**src/rtl/i2c_tx_pkg.sv**
```systemverilog
package i2c_tx_pkg;
  localparam int CTRL_W   = 5;
  localparam int CB_EN    = 0;
  localparam int CB_FLUSH = 1;
  localparam int CB_MSMS  = 2;
  localparam int CB_TX    = 3;
  localparam int CB_RSTA  = 4;
  localparam int STAT_W   = 6;

  typedef enum logic [2:0] {
    ST_IDLE, ST_START, ST_HOLD, ST_BIT, ST_RSTART, ST_STOP
  } ctlState_t;

  typedef struct packed {
    logic pop;
    logic shift;
    logic flush;
    logic sampleAck;
    logic clrNack;
  } dpStrobe_t;
endpackage

```
**src/rtl/i2c_tx_dpath.sv**
```systemverilog
module i2c_tx_dpath
  import i2c_tx_pkg::*;
#(
  parameter int FIFO_DEPTH     = 16,
  parameter int QUARTER_CYCLES = 4
) (
  input  logic       clk,
  input  logic       rstN,
  input  dpStrobe_t  stb,
  input  logic       fifoWe,
  input  logic [7:0] fifoWdata,
  input  logic       sdaIn,
  output logic       tick,
  output logic       fifoEmpty,
  output logic       fifoFull,
  output logic       txBit,
  output logic       lastNack,
  output logic       nackFlag,
  output logic       overflow,
  output logic       ackValid,
  output logic       ackNack
);
  // FIFO_DEPTH must be a power of two so the pointers wrap on their own.
  localparam int AW = $clog2(FIFO_DEPTH);
  localparam int CW = (QUARTER_CYCLES > 1) ? $clog2(QUARTER_CYCLES) : 1;
  localparam logic [AW:0]   FULL_CNT = (AW+1)'(FIFO_DEPTH);
  localparam logic [CW-1:0] DIV_LAST = CW'(QUARTER_CYCLES - 1);

  logic [CW-1:0] divCnt;
  logic [7:0]    mem [FIFO_DEPTH];
  logic [AW-1:0] wrPtr, rdPtr;
  logic [AW:0]   cnt;
  logic [7:0]    shiftQ;
  logic [1:0]    sdaSync;
  logic          pushOk, popOk;

  assign tick      = (divCnt == DIV_LAST);
  assign fifoEmpty = (cnt == '0);
  assign fifoFull  = (cnt == FULL_CNT);
  assign pushOk    = fifoWe && !fifoFull;
  assign popOk     = stb.pop && !fifoEmpty;
  assign txBit     = shiftQ[7];

  always_ff @(posedge clk or negedge rstN)
    if (!rstN)     divCnt <= '0;
    else if (tick) divCnt <= '0;
    else           divCnt <= divCnt + 1'b1;

  always_ff @(posedge clk)
    if (pushOk && !stb.flush) mem[wrPtr] <= fifoWdata;

  always_ff @(posedge clk or negedge rstN) begin
    if (!rstN) begin
      wrPtr <= '0; rdPtr <= '0; cnt <= '0; overflow <= 1'b0; shiftQ <= '0;
    end else if (stb.flush) begin
      wrPtr <= '0; rdPtr <= '0; cnt <= '0; overflow <= 1'b0;
    end else begin
      if (pushOk) wrPtr <= wrPtr + 1'b1;
      if (popOk) begin
        rdPtr  <= rdPtr + 1'b1;
        shiftQ <= mem[rdPtr];
      end else if (stb.shift) begin
        shiftQ <= {shiftQ[6:0], 1'b0};
      end
      if (pushOk && !popOk)      cnt <= cnt + 1'b1;
      else if (popOk && !pushOk) cnt <= cnt - 1'b1;
      if (fifoWe && fifoFull) overflow <= 1'b1;
    end
  end

  always_ff @(posedge clk or negedge rstN) begin
    if (!rstN) begin
      sdaSync <= 2'b11; lastNack <= 1'b0; nackFlag <= 1'b0;
      ackValid <= 1'b0; ackNack <= 1'b0;
    end else begin
      sdaSync  <= {sdaSync[0], sdaIn};
      ackValid <= stb.sampleAck;
      if (stb.sampleAck) begin
        lastNack <= sdaSync[1];
        ackNack  <= sdaSync[1];
        if (sdaSync[1]) nackFlag <= 1'b1;
      end else if (stb.clrNack) begin
        nackFlag <= 1'b0;
      end
    end
  end

  assert_no_overflow_R8: assert property (@(posedge clk) disable iff (!rstN)
    (fifoWe && fifoFull && !stb.pop && !stb.flush) |=> (cnt == $past(cnt)) && overflow);

  assert_flush_clears_R9: assert property (@(posedge clk) disable iff (!rstN)
    stb.flush |=> fifoEmpty && !overflow);
endmodule

```
**src/rtl/i2c_tx_ctrl.sv**
```systemverilog
module i2c_tx_ctrl
  import i2c_tx_pkg::*;
(
  input  logic              clk,
  input  logic              rstN,
  input  logic              ctrlWe,
  input  logic [CTRL_W-1:0] ctrlWdata,
  input  logic              tick,
  input  logic              fifoEmpty,
  input  logic              txBit,
  input  logic              lastNack,
  output dpStrobe_t         stb,
  output logic              sclOe,
  output logic              sdaOe,
  output logic              busy,
  output logic              rstaPending,
  output logic              txEmptyIrq
);
  ctlState_t stateQ, stateD;
  logic [1:0] qQ, qD;
  logic [3:0] bitQ, bitD;
  logic enQ, msmsQ, txQ, rstaQ;
  logic msmsClr, rstaClr, sclLow, sdaLow;

  assign busy        = (stateQ != ST_IDLE);
  assign rstaPending = rstaQ;
  assign txEmptyIrq  = (stateQ == ST_HOLD) && fifoEmpty;

  always_comb begin
    stb = '0; stateD = stateQ; qD = qQ; bitD = bitQ; msmsClr = 1'b0; rstaClr = 1'b0;
    stb.flush = ctrlWe && ctrlWdata[CB_FLUSH];
    if (!enQ) begin
      stateD = ST_IDLE; qD = '0;
    end else if (tick) begin
      case (stateQ)
        ST_IDLE: if (msmsQ && txQ) begin
          stateD = ST_START; qD = '0; stb.clrNack = 1'b1;
        end
        ST_START, ST_RSTART, ST_STOP: begin
          qD = qQ + 2'd1;
          if (qQ == 2'd3) begin
            stateD  = (stateQ == ST_STOP) ? ST_IDLE : ST_HOLD;
            rstaClr = (stateQ == ST_RSTART);
          end
        end
        ST_HOLD: if (rstaQ) begin
          stateD = ST_RSTART; qD = '0;
        end else if (!fifoEmpty) begin
          stb.pop = 1'b1; stateD = ST_BIT; qD = '0; bitD = '0;
        end
        ST_BIT: begin
          qD = qQ + 2'd1;
          if (qQ == 2'd2 && bitQ == 4'd8) stb.sampleAck = 1'b1;
          if (qQ == 2'd3) begin
            if (bitQ != 4'd8) begin
              bitD      = bitQ + 4'd1;
              stb.shift = (bitQ < 4'd7);
            end else if (lastNack) begin
              stateD = ST_STOP; stb.flush = 1'b1; msmsClr = 1'b1;
            end else if (!msmsQ && fifoEmpty) begin
              stateD = ST_STOP;
            end else begin
              stateD = ST_HOLD;
            end
          end
        end
        default: stateD = ST_IDLE;
      endcase
    end
  end

  // Line levels per phase; SCL falls at the end of each bit so SDA moves with SCL low.
  always_comb begin
    sclLow = 1'b0; sdaLow = 1'b0;
    case (stateQ)
      ST_START:  begin sclLow = (qQ == 2'd3); sdaLow = qQ[1]; end
      ST_RSTART: begin sclLow = (qQ == 2'd0) || (qQ == 2'd3); sdaLow = qQ[1]; end
      ST_STOP:   begin sclLow = (qQ == 2'd0); sdaLow = !qQ[1]; end
      ST_HOLD:   begin sclLow = 1'b1; sdaLow = 1'b1; end
      ST_BIT:    begin
        sclLow = (qQ == 2'd0) || (qQ == 2'd3);
        sdaLow = (bitQ != 4'd8) && !txBit;
      end
      default: ;
    endcase
  end

  always_ff @(posedge clk or negedge rstN) begin
    if (!rstN) begin
      stateQ <= ST_IDLE; qQ <= '0; bitQ <= '0; sclOe <= 1'b0; sdaOe <= 1'b0;
      enQ <= 1'b0; msmsQ <= 1'b0; txQ <= 1'b0; rstaQ <= 1'b0;
    end else begin
      stateQ <= stateD; qQ <= qD; bitQ <= bitD;
      sclOe  <= sclLow; sdaOe <= sdaLow;
      if (ctrlWe) begin
        enQ   <= ctrlWdata[CB_EN];   msmsQ <= ctrlWdata[CB_MSMS];
        txQ   <= ctrlWdata[CB_TX];   rstaQ <= ctrlWdata[CB_RSTA];
      end else begin
        if (msmsClr) msmsQ <= 1'b0;
        if (rstaClr) rstaQ <= 1'b0;
      end
    end
  end

  assert_sda_stable_R3: assert property (@(posedge clk) disable iff (!rstN)
    (stateQ == ST_BIT && $past(stateQ) == ST_BIT && !sclOe && !$past(sclOe))
      |-> sdaOe == $past(sdaOe));

  assert_hold_low_R4: assert property (@(posedge clk) disable iff (!rstN)
    (stateQ == ST_HOLD && $past(stateQ) == ST_HOLD) |-> sclOe && sdaOe);

  assert_rsta_clear_R5: assert property (@(posedge clk) disable iff (!rstN)
    ($fell(rstaQ) && !$past(ctrlWe)) |-> $past(stateQ) == ST_RSTART);

  assert_nack_stop_R7: assert property (@(posedge clk) disable iff (!rstN)
    (enQ && !ctrlWe && tick && stateQ == ST_BIT && bitQ == 4'd8 && qQ == 2'd3 && lastNack)
      |=> stateQ == ST_STOP && !msmsQ);

  assert_start_gate_R10: assert property (@(posedge clk) disable iff (!rstN)
    (stateQ == ST_START && $past(stateQ) == ST_IDLE) |-> $past(enQ && msmsQ && txQ));
endmodule

```
**src/rtl/i2c_tx_master.sv**
```systemverilog
module i2c_tx_master
  import i2c_tx_pkg::*;
#(
  parameter int FIFO_DEPTH     = 16,
  parameter int QUARTER_CYCLES = 4
) (
  input  logic              clk,
  input  logic              rstN,
  input  logic              ctrlWe,
  input  logic [CTRL_W-1:0] ctrlWdata,
  input  logic              fifoWe,
  input  logic [7:0]        fifoWdata,
  input  logic              sdaIn,
  output logic              sclOe,
  output logic              sdaOe,
  output logic [STAT_W-1:0] status,
  output logic              txEmptyIrq,
  output logic              ackValid,
  output logic              ackNack
);
  dpStrobe_t stb;
  logic tick, fifoEmpty, fifoFull, txBit, lastNack, nackFlag, overflow;
  logic busy, rstaPending;

  i2c_tx_ctrl ctrl_i (
    .clk, .rstN, .ctrlWe, .ctrlWdata, .tick, .fifoEmpty, .txBit, .lastNack,
    .stb, .sclOe, .sdaOe, .busy, .rstaPending, .txEmptyIrq
  );

  i2c_tx_dpath #(.FIFO_DEPTH(FIFO_DEPTH), .QUARTER_CYCLES(QUARTER_CYCLES)) dpath_i (
    .clk, .rstN, .stb, .fifoWe, .fifoWdata, .sdaIn, .tick, .fifoEmpty, .fifoFull,
    .txBit, .lastNack, .nackFlag, .overflow, .ackValid, .ackNack
  );

  assign status = {rstaPending, overflow, nackFlag, fifoFull, fifoEmpty, busy};
endmodule

```
**config.mk**
```make
export PLATFORM = sky130hd
export DESIGN_NAME = i2c_tx_master
export DESIGN_NICKNAME = d
export VERILOG_FILES = /design/src/rtl/i2c_tx_pkg.sv /design/src/rtl/i2c_tx_dpath.sv /design/src/rtl/i2c_tx_ctrl.sv /design/src/rtl/i2c_tx_master.sv
export SDC_FILE = /design/constraint.sdc
export NUM_CORES = 1
export LEC_CHECK = 0
export BUFFER_PORTS_ARGS = -buffer_cell sky130_fd_sc_hd__clkbuf_2
export CAP_MARGIN = 30
export CORE_ASPECT_RATIO = 2
export CORE_MARGIN = 1
export CORE_UTILIZATION = 40
export CTS_CLUSTER_DIAMETER = 40
export CTS_CLUSTER_SIZE = 10
export DETAILED_ROUTE_END_ITERATION = 12
export SYNTH_ARGS = -nofsm -noshare
export SYNTH_HDL_FRONTEND = slang
export SYNTH_SLANG_ARGS = --single-unit
```
**constraint.sdc**
```tcl
create_clock -name clk -period 3.9 [get_ports clk]
set_input_delay 0.78 -clock clk [delete_from_list [all_inputs] [get_ports clk]]
set_output_delay 0.78 -clock clk [all_outputs]
set_load 0.01 [all_outputs]
```
After elaboration in Yosys (flattened, before gate mapping) --
Memory sizes are Yosys's and may differ from the RTL's. Cells that the tools add are included.
Word-level totals: register bits after elaboration 44, memory bits (writable) 128, bits of input ports 18, word-level logic and storage cells 164, memories kept 1
Memory list:
- dpath_i.mem | depth 16, bits a word 8, read ports 1, clocked after memory_dff 0, wr ports 1, line i2c_tx_dpath.sv:30 | logic [7:0] mem [FIFO_DEPTH];
Cells by class: add/subtract/negate cells 7, order comparisons 1, eq/ne operators 23, muxes and demuxes 69, bitwise operators 1, reduce and logical (&&, ||, !) cells 43
Operator list (number):
- $mux 3 | 11
- $mux 4 | 8
- $mux 1 | 30
- $mux 5 | 5
- $mux 2 | 8
- $mux 8 | 2
- $reduce_bool 2->1 | 8
- $add 4x1->4 const B | 3
- $logic_and 1x1->1 | 12
- $ne 3x3->1 const B | 4
- $ne 4x4->1 const B | 3
- $pmux 3 s4 | 1
- $logic_not 1->1 | 8
- $pmux 1 s4 | 2
- $pmux 4 s2 | 1
- $reduce_and 7->1 | 1
- $eq 2x2->1 const B | 3
- $eq 3x2->1 const B | 2
- $eq 3x3->1 const B | 2
- $ne 2x1->1 const B | 3
- $ne 2x2->1 const B | 3
- $pmux 2 s3 | 1
- $reduce_and 6->1 | 1
- $reduce_bool 3->1 | 2
- other kinds (17) | 20

Depth between registers and ports, before layout --
Gate-level depths: netlist (run 1).
depth after elaboration 12, depth in mapped cells 11, mapped depth without buffers 10

Cells and area by module --
From an unflattened synthesis (run 1), not the netlist that was laid out.
Unflattened totals: cell total of the unflattened synthesis 502, area, all modules 7581.0 µm²
By module, submodules not included:
- i2c_tx_dpath | times used 1, cells each 376, area each 6492.5 µm², sequential area each 4571.9 µm²
- i2c_tx_ctrl | times used 1, cells each 120, area each 1043.5 µm², sequential area each 375.4 µm²
- i2c_tx_master | times used 1, cells each 6, area each 45.0 µm², sequential area each 0.0 µm²

Worst setup path after synthesis (run 1) --
Ideal clock, no wire load.
path type register to register, start reg dpath_i.cnt[0], end reg dpath_i.cnt[4], library setup time 152 ps, data arrival time 2815 ps, required time 3748 ps, slack 933 ps, cell stages (with the launch flop) 12, path buffers 2, path through dfrtp_1 or4_1 buf_2 o2111ai_2 buf_4 nand2_1 fa_1 a21o_1 a21o_1 nor3_1 o21ai_1 nor3b_1
Between the ends: word-level cells in the longest chain between the ends 11, elaborated cells on any way between the ends 21, those cells by class add/sub (2); eq/ne (1); mux (8); reduce/logical (10)
RTL lines:
- from (decl) | line i2c_tx_dpath.sv:32 | logic [AW:0] cnt;
- from (signal assigned) | line i2c_tx_dpath.sv:65 | if (pushOk && !popOk) cnt <= cnt + 1'b1;
- from (signal assigned) | line i2c_tx_dpath.sv:66 | else if (popOk && !pushOk) cnt <= cnt - 1'b1;
- $logic_not 5->1 | line i2c_tx_dpath.sv:38 | assign fifoEmpty = (cnt == '0);
- $mux 1 | line i2c_tx_ctrl.sv:48 | end else if (!fifoEmpty) begin
- $mux 1 | line i2c_tx_ctrl.sv:46 | ST_HOLD: if (rstaQ) begin
- $mux 1 | line i2c_tx_ctrl.sv:35 | case (stateQ)
- $mux 5 | line i2c_tx_ctrl.sv:34 | end else if (tick) begin
- $mux 5 | line i2c_tx_ctrl.sv:32 | if (!enQ) begin
- $logic_and 1x1->1 | line i2c_tx_dpath.sv:41 | assign popOk = stb.pop && !fifoEmpty;
- $logic_not 1->1 | line i2c_tx_dpath.sv:65
- $logic_and 1x1->1 | line i2c_tx_dpath.sv:65
- $mux 5 | line i2c_tx_dpath.sv:65
- $mux 5 | line i2c_tx_dpath.sv:55 | end else if (stb.flush) begin
Several ways; a longest one is shown, not always the timed one. The select of a mux whose other input is x is not followed. A chain may end at the register's enable or synchronous reset.

Worst setup path in the final report (run 1) --
Same ends and word-level chain as after synthesis.

==> results of run 1 <==
area by class of cell:
type / instances / area (um2)
Sequential cell: 172 / 4950
Clock buffer: 18 / 429
Fill cell: 1585 / 9870
Inverter: 13 / 48.8
Clock inverter: 14 / 155
Timing Repair Buffer: 42 / 245
Multi-Input combinational cell: 292 / 2340
Tap cell: 216 / 270
per-stage QoR:
step / utilization [%] / std cells / hold slack [ns]
floorplan: - / 509 / 0.345
global placement: 42.9 / 734 / 0.347
detailed placement: 42.9 / 734 / 0.351
CTS: 46.0 / 766 / 0.360
global route: 46.1 / 767 / 0.364
finish: 46.1 / 767 / 0.358
flip-flops by register name (all words and copies together) (netlist names), 2 cells and up:
signal           flops
dpath_i.mem        128
dpath_i.shiftQ       8
dpath_i.cnt          5
ctrl_i.bitQ          4
dpath_i.rdPtr        4
dpath_i.wrPtr        4
ctrl_i.stateQ        3
ctrl_i.qQ            2
dpath_i.divCnt       2
dpath_i.sdaSync      2
power by group through the flow:
stage	sequential (uW)	clock (uW)	combinational, uW
after global routing	2190	1770	490
after CTS	2180	1710	447
final	2180	1670	444
after floorplan	2170	0	350
after detailed placement	2210	0	444
after global placement	2200	0	425
critical path: cells and delay by family, from the launching register on:
| family | cells | cell delay (ns) |
|---|---|---|
| AO/OA/AOI/OAI | 4 | 0.70 |
| adder cells (fa/ha/maj) | 1 | 0.52 |
| buffers and inverters | 1 | 0.22 |
| flip-flops | 1 | 0.44 |
| AND/OR/NAND/NOR | 4 | 1.25 |
cell families after synthesis:
logic type               share of synthesized area (%)
AND/OR/NAND/NOR                                   7.62
multiplexers                                      10.6
XOR/XNOR                                          1.65
AO/OA/AOI/OAI                                     8.62
adder cells (fa/ha/maj)                           2.60
buffers and inverters                             3.08
flip-flops                                        65.8
routing by layer:
layer / vias up / wire length (um) / global-route usage, %
met3: 20 / 448 / 3.28
met5: - / 0 / 0
met2: 104 / 9250 / 32.7
met4: 0 / 594 / 11.3
li1: 1989 / - / -
met1: 2144 / 5500 / 17.0
cells in the final DEF, fill, tap and decap left out, types with 2 or more instances in the layout:
cell	n
clkinv_1	2
bufinv_16	2
nor2b_1	10
clkbuf_16	17
nand2b_1	5
nand3b_1	2
inv_1	13
inv_6	5
o21ai_0	10
edfxtp_1	128
and2_2	2
mux4_2	19
a21boi_0	2
inv_8	2
o2bb2ai_1	7
ha_1	14
nand2_1	35
nor3_1	11
buf_4	13
dfstp_2	2
a311oi_1	3
xnor2_1	6
nor3b_1	2
xor2_1	5
mux2i_1	28
dfrtp_1	41
clkbuf_2	28
nand4_1	4
a21oi_1	26
mux2_2	8
nand3_1	3
a211oi_1	9
a21o_1	2
nor2_1	39
a221oi_1	11
worst max-delay path by stage:
stage               slack, ns           start  depth (start not counted)             end
finish                   0.67  dpath_i.cnt[0]                         10  dpath_i.cnt[4]
global route             0.45  dpath_i.cnt[0]                         10  dpath_i.cnt[4]
CTS                      0.67  dpath_i.cnt[0]                         10  dpath_i.cnt[4]
detailed placement       0.67  dpath_i.cnt[0]                         10  dpath_i.cnt[4]
global placement         0.75  dpath_i.cnt[0]                         10  dpath_i.cnt[4]
floorplan                0.93  dpath_i.cnt[0]                         11  dpath_i.cnt[4]
==> metrics.md, run 1 <==
| Metric | Value |
|---|---|
| Status | finished clean |
| Seq/Total Area, Yosys | 65.8% |
| Setup Crit Path Kind | flop to flop |
| Primary FF master, synth | edfxtp_1 |
| Final hold viol count | 0 |
| Worst R2R End | dpath_i.cnt[4] |
| P&R area growth vs syn | 12.2% |
| Hold path depth | 0 |
| Setup WS pre-CTS | 0.667 ns |
| Slowest stage cell, crit path | or4_1 |
| Row count | 70 |
| Drt total wl | 15.8 mm |
| Critical Path Source Type | flop |
| Total internal power | 3220 uW |
| Hold Path Class | flop to flop |
| Tot Pwr | 4290 uW |
| Yosys top cell by area | edfxtp_1 |
| EDFF count, synth | 128 |
| Max-cap violations | 0 |
| Ant diodes | 0 |
| Lkg Pwr | 0.00296 uW |
| RSZ-0062 raised after global routing | false |
| Total Neg Setup Slack | 0 ns |
| Slew HR | 42.4% |
| CTS Buffer Depth | 2 |
| # IOs | 29 |
| Nets | 571 |
| #FFs+latches synth | 172 |
| Drt first pass iters | 4 |
| Hold_buf cts | 0 |
| PortBufs | 28 |
| Number of global-route vias before repair | 4431 |
| DRT antenna net count | 0 |
| CP required | 4.21 ns |
| WP data arrival | 3.54 ns |
| Clock skew | 0.0123 ns |
| Mapped Nets | 542 |
| Maximum vdd drop | 0.000269 V |
| Ys async rst share | 25.6% |
| Die W | 98.9 um |
| Yosys warns | 0 |
| Reg2reg path depth | 10 |
| Largest net degree at the start of global routing | 34 |
| PwrDens | 509 nW/um2 |
| Net Sw Power | 1060 uW |
| Share of cells above drive strength 1 | 20.5% |
| TritonCTS Buffers | 17 |
| Final min period | 3.23 ns |
| Placement Cell Area | 7840 um2 |
| Netlist cell types | 62 |
| Worst-Margin Slew | 0.865 ns |
| Synth top area share | 51.1% |
| Clock transition at the registers of the reported paths | 0.07 ns |
| Cell area after synthesis | 7520 um2 |
| Register share of total power | 50.8% |
| Core Area | 18300 um2 |
| Final setup fails | 0 |
| Sw frac | 24.8% |
| Final worst slack | 0.669 ns |
| Max frequency | 0.309 GHz |
| CP Cell Sequence | or4_1 > o2111ai_2 > buf_4 > nand2_1 > fa_1 > a21o_1 > a21o_1 > nor3_1 > o21ai_1 > nor3b_1 |
| Critical path peak fanout | 12 |
| Design area | 8440 um2 |
| Post-cts repair resize count | 0 |
| Clock latency on the worst-skew pair | 0.43 ns |
| Mean Syn Cell Area | 14.8 um2 |
| GRT Total Usage | 17.4% |
| R2R Setup Slk | 0.67 ns |
| Commonest cells in the netlist | edfxtp_1, dfrtp_1, nor2_1 |
| First-pass GRT wire length | 24.4 mm |
| Final-report max-slew violation count | 0 |
| Synth top area cells | edfxtp_1, dfrtp_1, mux4_2, mux2i_1, ha_1 |
| Worst Hold Launch | dpath_i.sdaSync[0] |
| Initial antenna violation count | 0 |
| Vert. Die Dim | 196 um |
| GP Congestion | 0.803 |
| Hpwl dp | 11.4 mm |
| DR vias | 4257 |
| Crit share post-route | 82.9% |
| Routed len/inst | 20.6 um |
| Worst Hold End | dpath_i.sdaSync[1] |
| H-tree depth | 4 |
| CP Capture Type | flop |
| CTS Root Cell | clkbuf_16 |
| Critical R2R Launch | dpath_i.cnt[0] |
| Gate power share | 10.4% |
| Initial drt markers | 187 |
| Count leader, synth | edfxtp_1 |
| GR Overflow Total | 0 |
| Cell mode on critical path | a21o_1 |
| Post-CTS Setup Bufs | 0 |
| Initial Utilization | 41.1% |
| Clock power frac | 38.9% |
| Full die area | 19400 um2 |
| Vias per inst | 5.55 |
| CTS tree | done |
| Gate Count Post-Synth | 509 |
| Drt drc | 0 |
| Sink Count | 172 |
| CP peak stage delay | 0.70 ns |
(Power assumes the default switching activity.)
==> run 2: changes to the inputs <==
==> constraint.sdc (replaced) <==
create_clock -name clk -period 2.6 [get_ports clk]
set_input_delay 0.52 -clock clk [delete_from_list [all_inputs] [get_ports clk]]
set_output_delay 0.52 -clock clk [all_outputs]
set_load 0.01 [all_outputs]
==> metrics.md, run 2 (synthesis gave the netlist of run 1 again) <==
| Metric | Value |
|---|---|
| Status | finished clean (unchanged) |
| Number of global-route vias before repair | 4749 (was 4431) |
| Cell mode on critical path | a21o_1 (unchanged) |
| Setup WS pre-CTS | -0.00682 ns (was 0.667 ns) |
| Critical path peak fanout | 4 (was 12) |
| CTS Buffer Depth | 2 (unchanged) |
| Crit share post-route | 99.1% (was 82.9%) |
| Max reg flops | 128 (unchanged) |
| GRT Total Usage | 18.1% (was 17.4%) |
| Vert. Die Dim | 196 um (unchanged) |
| Maximum vdd drop | 0.000371 V (was 0.000269 V) |
| Critical Path Source Type | flop (unchanged) |
| Initial Utilization | 41.1% (unchanged) |
| Die W | 98.9 um (unchanged) |
| PwrDens | 755 nW/um2 (was 509 nW/um2) |
| Top reg by flops | dpath_i.mem (unchanged) |
| Vias per inst | 5.51 (was 5.55) |
| Share of cells above drive strength 1 | 25.6% (was 20.5%) |
| Final hold viol count | 0 (unchanged) |
| Hold Path Class | input pin to flop (was flop to flop) |
| Worst-Margin Slew | 0.615 ns (was 0.865 ns) |
| Setup Crit Path Kind | flop to flop (unchanged) |
| WHS | 0.162 ns (was 0.358 ns) |
| Initial antenna violation count | 0 (unchanged) |
| Final setup fails | 0 (unchanged) |
| Slew HR | 59.0% (was 42.4%) |
| Fill cells | 1565 (was 1585) |
| P&R area growth vs syn | 16.3% (was 12.2%) |
| Final min period | 2.58 ns (was 3.23 ns) |
| DRT antenna net count | 0 (unchanged) |
| Final worst slack | 0.0228 ns (was 0.669 ns) |
| Lkg Pwr | 0.00312 uW (was 0.00296 uW) |
| Clock skew | 0.0107 ns (was 0.0123 ns) |
| Placement Cell Area | 8090 um2 (was 7840 um2) |
| Gate power share | 12.2% (was 10.4%) |
| Most frequent cells in the layout | edfxtp_1, dfrtp_1, nor2_1 (unchanged) |
| CTS tree | done (unchanged) |
| Hpwl dp | 11.7 mm (was 11.4 mm) |
| Top flop regs | dpath_i.mem (128), dpath_i.shiftQ (8), dpath_i.cnt (5) (unchanged) |
| Full die area | 19400 um2 (unchanged) |
| Commonest non-fill, non-tap cell in the layout | edfxtp_1 (unchanged) |
| WP data arrival | 2.94 ns (was 3.54 ns) |
| Register share of total power | 49.2% (was 50.8%) |
| First-pass GRT wire length | 25.4 mm (was 24.4 mm) |
| DR vias | 4373 (was 4257) |
| Design area | 8740 um2 (was 8440 um2) |
| Drt first pass iters | 4 (unchanged) |
| CP Cell Sequence | or4_4 > o2111ai_4 > nand2_4 > fa_2 > a21o_1 > a21o_1 > and3_1 > o21ai_1 > nor3b_2 (was or4_1 > o2111ai_2 > buf_4 > nand2_1 > fa_1 > a21o_1 > a21o_1 > nor3_1 > o21ai_1 > nor3b_1) |
| # IOs | 29 (unchanged) |
| Ant diodes | 0 (unchanged) |
| Clock transition at the registers of the reported paths | 0.07 ns (about the same) |
| Multi-input gate area | 2400 um2 (was 2340 um2) |
| Clock power frac | 38.6% (was 38.9%) |
| CTS Root Cell | clkbuf_16 (unchanged) |
| CP peak stage delay | 0.57 ns (was 0.70 ns) |
| Row count | 70 (unchanged) |
| H-tree depth | 4 (unchanged) |
| Final core occ | 47.8% (was 46.1%) |
| Drt total wl | 16.2 mm (was 15.8 mm) |
| Final-report max-slew violation count | 0 (unchanged) |
| CP required | 2.96 ns (was 4.21 ns) |
| Sw frac | 27.3% (was 24.8%) |
| GR Overflow Total | 0 (unchanged) |
| Sink Count | 172 (unchanged) |
| Drt drc | 0 (unchanged) |
| Slowest stage cell, crit path | or4_4 (was or4_1) |
| GP Congestion | 0.841 (was 0.803) |
| Total internal power | 4800 uW (was 3220 uW) |
| Net Sw Power | 1800 uW (was 1060 uW) |
| Max frequency | 0.388 GHz (was 0.309 GHz) |
| PortBufs | 28 (unchanged) |
| Clock latency on the worst-skew pair | 0.44 ns (was 0.43 ns) |
| CP Capture Type | flop (unchanged) |
| Sequential Area | 4950 um2 (unchanged) |
| RSZ-0062 raised after global routing | true (was false) |
| TritonCTS Buffers | 17 (unchanged) |
| Tot Pwr | 6600 uW (was 4290 uW) |
| Largest net degree at the start of global routing | 26 (was 34) |
| Max-cap violations | 0 (unchanged) |
| Routed len/inst | 20.4 um (was 20.6 um) |
| Initial drt markers | 159 (was 187) |
| Nets | 597 (was 571) |
| Core Area | 18300 um2 (unchanged) |
-- run 2: cell count changes in the layout (fill, tap and decap cells not counted), moves of 2 or more --
cell | previous run | this run
buf_4 | 13 | 37
bufinv_16 | 2 | 0
clkinv_8 | 0 | 5
nor3_1 | 11 | 9
buf_12 | 0 | 2
clkinv_1 | 2 | 0
-- run 2: what timing repair did --
item,in CTS,in global routing
buffers inserted,0,1
endpoints found under the setup margin,1,1
gates resized for setup,1,2
hold buffers,1,0
pin swaps,0,5
cloned,0,0
endpoints found under the hold margin,10,0
-- run 2: power by group through the flow --
stage	Clock, uW	Sequential (uW)	Combinational [uW]
after floorplan	0	3260	555
after global placement	0	3290	745
after detailed placement	0	3300	767
after CTS	2600	3250	776
after global routing	2690	3270	890
final	2550	3250	804
-- run 2: critical path: cells and delay by family, from the launching register on --
family / cells / cell delay (ns)
and+or+nand+nor: 4 / 1.05
DFF: 1 / 0.38
AOI/OAI and AO/OA: 4 / 0.69
adders and majority gates: 1 / 0.37
-- run 2: cell type report --
class	count	share of cell area, %
flip-flops and latches	172	56.6
multi-input cells	292	27.4
repair buffers	68	5.35
clock buffers	17	4.87
well taps	216	3.09
clock inverters	15	2.10
inverters	13	0.558
-- run 2: per-layer routing --
layer / global-route usage [%] / wire (um) / vias up
met5: 0 / 0 / -
met4: 10.8 / 853 / 0
met3: 3.74 / 455 / 42
met2: 34.3 / 9100 / 103
met1: 17.6 / 5800 / 2181
li1: - / - / 2047
-- run 2: worst paths after layout --
check | start | endpoint | slack, ns | depth (start not counted)
worst max-delay path | dpath_i.cnt[0] | dpath_i.cnt[4] | 0.02 | 9
worst min register to register | dpath_i.sdaSync[0] | dpath_i.sdaSync[1] | 0.36 | 0
max in group asynchronous | rstN | dpath_i.shiftQ[1] | 1.51 | 3
worst max register to register | dpath_i.cnt[0] | dpath_i.cnt[4] | 0.02 | 9
min in group asynchronous | rstN | ctrl_i.stateQ[2] | 0.50 | 2
worst min-delay path | sdaIn | dpath_i.sdaSync[0] | 0.16 | 1
-- run 2: stage by stage --
step,std cells,TNS [ns]
final,793,0
after global routing,793,-0.0609
after CTS,792,0
after detailed placement,759,-0.00682
after global placement,759,0
after floorplan,509,-0.168
==> run 3: changes to the inputs <==
==> constraint.sdc (replaced) <==
create_clock -name clk -period 2.6 [get_ports clk]
set_input_delay 0.78 -clock clk [delete_from_list [all_inputs] [get_ports clk]]
set_output_delay 0.78 -clock clk [all_outputs]
set_load 0.01 [all_outputs]
==> metrics.md, run 3 (synthesis gave the netlist of run 1 again) <==
| Metric | Value |
|---|---|
| Reg2reg path depth | 9 (unchanged) |
| Die W | 98.9 um (unchanged) |
| Hold Path Class | input pin to async pin (was input pin to flop) |
| Worst-Margin Slew | 0.700 ns (was 0.615 ns) |
| Clock transition at the registers of the reported paths | 0.07 ns (about the same) |
| Failing checks | negative setup slack |
| Max-cap violations | 0 (unchanged) |
| CTS Buffer Depth | 2 (unchanged) |
| PwrDens | 749 nW/um2 (was 755 nW/um2) |
| Ant diodes | 0 (unchanged) |
| P&R area growth vs syn | 17.1% (was 16.3%) |
| Status | complete, but fails checks (was finished clean) |
| RSZ-0062 raised after global routing | true (unchanged) |
| Number of global-route vias before repair | 4755 (was 4749) |
| Maximum vdd drop | 0.000396 V (was 0.000371 V) |
| Total Neg Setup Slack | -0.0256 ns (was 0 ns) |
| Vias per inst | 5.49 (was 5.51) |
| CTS tree | done (unchanged) |
| Top flop regs | dpath_i.mem (128), dpath_i.shiftQ (8), dpath_i.cnt (5) (unchanged) |
| Tot Pwr | 6590 uW (was 6600 uW) |
| Final-report max-slew violation count | 0 (unchanged) |
| Setup Crit Path Kind | flop to output pin (was flop to flop) |
| Row count | 70 (unchanged) |
| WP data arrival | 1.85 ns (was 2.94 ns) |
| Top reg by flops | dpath_i.mem (unchanged) |
| Routed len/inst | 20.6 um (was 20.4 um) |
| Initial Utilization | 41.1% (unchanged) |
| Final worst slack | -0.0256 ns (was 0.0228 ns) |
| Most frequent cells in the layout | edfxtp_1, buf_4, dfrtp_1 (was edfxtp_1, dfrtp_1, nor2_1) |
| Commonest non-fill, non-tap cell in the layout | edfxtp_1 (unchanged) |
| Max reg flops | 128 (unchanged) |
| Share of cells above drive strength 1 | 27.5% (was 25.6%) |
| Slew HR | 53.3% (was 59.0%) |
| Lkg Pwr | 0.00316 uW (was 0.00312 uW) |
| Clock latency on the worst-skew pair | 0.43 ns (was 0.44 ns) |
| Fill cells | 1589 (was 1565) |
| Initial drt markers | 216 (was 159) |
| First-pass GRT wire length | 26.6 mm (was 25.4 mm) |
| Core Area | 18300 um2 (unchanged) |
| CP Capture Type | output pin (was flop) |
| Met3 wire length | 391 um (was 455 um) |
| Drt total wl | 16.6 mm (was 16.2 mm) |
| # IOs | 29 (unchanged) |
| Hpwl dp | 12.1 mm (was 11.7 mm) |
| Initial antenna violation count | 0 (unchanged) |
| Drt drc | 0 (unchanged) |
| Final min period | 2.63 ns (was 2.58 ns) |
| CP required | 1.82 ns (was 2.96 ns) |
| Critical Path Source Type | flop (unchanged) |
| H-tree depth | 4 (unchanged) |
| Met2 WL post-DR | 9.93 mm (was 9.10 mm) |
| Sink Count | 172 (unchanged) |
| CTS Root Cell | clkbuf_16 (unchanged) |
| DRT antenna net count | 0 (unchanged) |
| Critical path peak fanout | 3 (was 4) |
| Largest net degree at the start of global routing | 31 (was 26) |
| DR vias | 4416 (was 4373) |
| PortBufs | 28 (unchanged) |
| Drt first pass iters | 4 (unchanged) |
| GR Overflow Total | 0 (unchanged) |
| Full die area | 19400 um2 (unchanged) |
| Setup WS pre-CTS | -0.0103 ns (was -0.00682 ns) |
| Nets | 609 (was 597) |
| M1 WL | 5.63 mm (was 5.80 mm) |
| TritonCTS Buffers | 17 (unchanged) |
| Final hold viol count | 0 (unchanged) |
| Crit share post-route | 101% (was 99.1%) |
| Hold_buf cts | 0 (was 1) |
| Max frequency | 0.381 GHz (was 0.388 GHz) |
| Vert. Die Dim | 196 um (unchanged) |
| Max Used Layer | met4 (unchanged) |
| GRT Total Usage | 18.9% (was 18.1%) |
| Final setup fails | 1 (was 0) |
| Clock skew | 0.00987 ns (was 0.0107 ns) |
| GP Congestion | 0.839 (was 0.841) |
-- run 3: critical path, stage by stage (launching register included) --
cell	delay, ns
dfrtp_1	0.38
or4_4	0.57
buf_6	0.15
nor2_4	0.07
nand2_1	0.05
nor2_1	0.07
buf_2	0.13
-- run 3: through the flow --
| step | std cells | hold slack (ns) | cell area (um2) | utilization (%) |
|---|---|---|---|---|
| floorplan | 509 | 0.345 | 7560 | - |
| global placement | 771 | 0.347 | 8180 | 44.7 |
| detailed placement | 772 | 0.347 | 8190 | 44.7 |
| CTS | 805 | 0.293 | 8790 | 48.0 |
| global route | 805 | 0.304 | 8800 | 48.1 |
| finish | 805 | 0.295 | 8800 | 48.1 |
-- run 3: final timing paths --
kind | start | end | slack (ns)
max | dpath_i.cnt[2] | txEmptyIrq | -0.03
min reg2reg | dpath_i.sdaSync[0] | dpath_i.sdaSync[1] | 0.36
max in group asynchronous | rstN | dpath_i.sdaSync[1] | 1.65
max reg2reg | dpath_i.cnt[2] | dpath_i.cnt[4] | 0.05
min in group clk | dpath_i.sdaSync[0] | dpath_i.sdaSync[1] | 0.36
min | rstN | dpath_i.overflow | 0.29
-- run 3: metal layers --
layer | GRT usage (%) | vias up
li1 | - | 2059
met1 | 17.8 | 2239
met2 | 37.3 | 92
met3 | 3.28 | 26
met4 | 10.1 | 0
met5 | 0 | -
-- run 3: where the power goes --
| group | internal (uW) | leakage [uW] | switching (uW) |
|---|---|---|---|
| combinational | 395 | 0.00115 | 509 |
| clock | 1350 | 0.000275 | 1120 |
| sequential | 3140 | 0.00174 | 79.0 |
-- run 3: timing repair --
action / CTS / global route
setup endpoints to repair: 4 / 3
buffers inserted: 1 / 0
pin swaps: 1 / 2
gates resized for setup: 4 / 2
-- run 3: cell type report --
| class | count | area, um2 | share of cell area, % |
|---|---|---|---|
| clock inverter | 15 | 159 | 1.81 |
| sequential | 172 | 4950 | 56.2 |
| clock buffer | 17 | 425 | 4.83 |
| multi-input combinational | 292 | 2390 | 27.2 |
| inverter | 13 | 48.8 | 0.555 |
| tap | 216 | 270 | 3.07 |
| timing repair buffer | 80 | 557 | 6.33 |
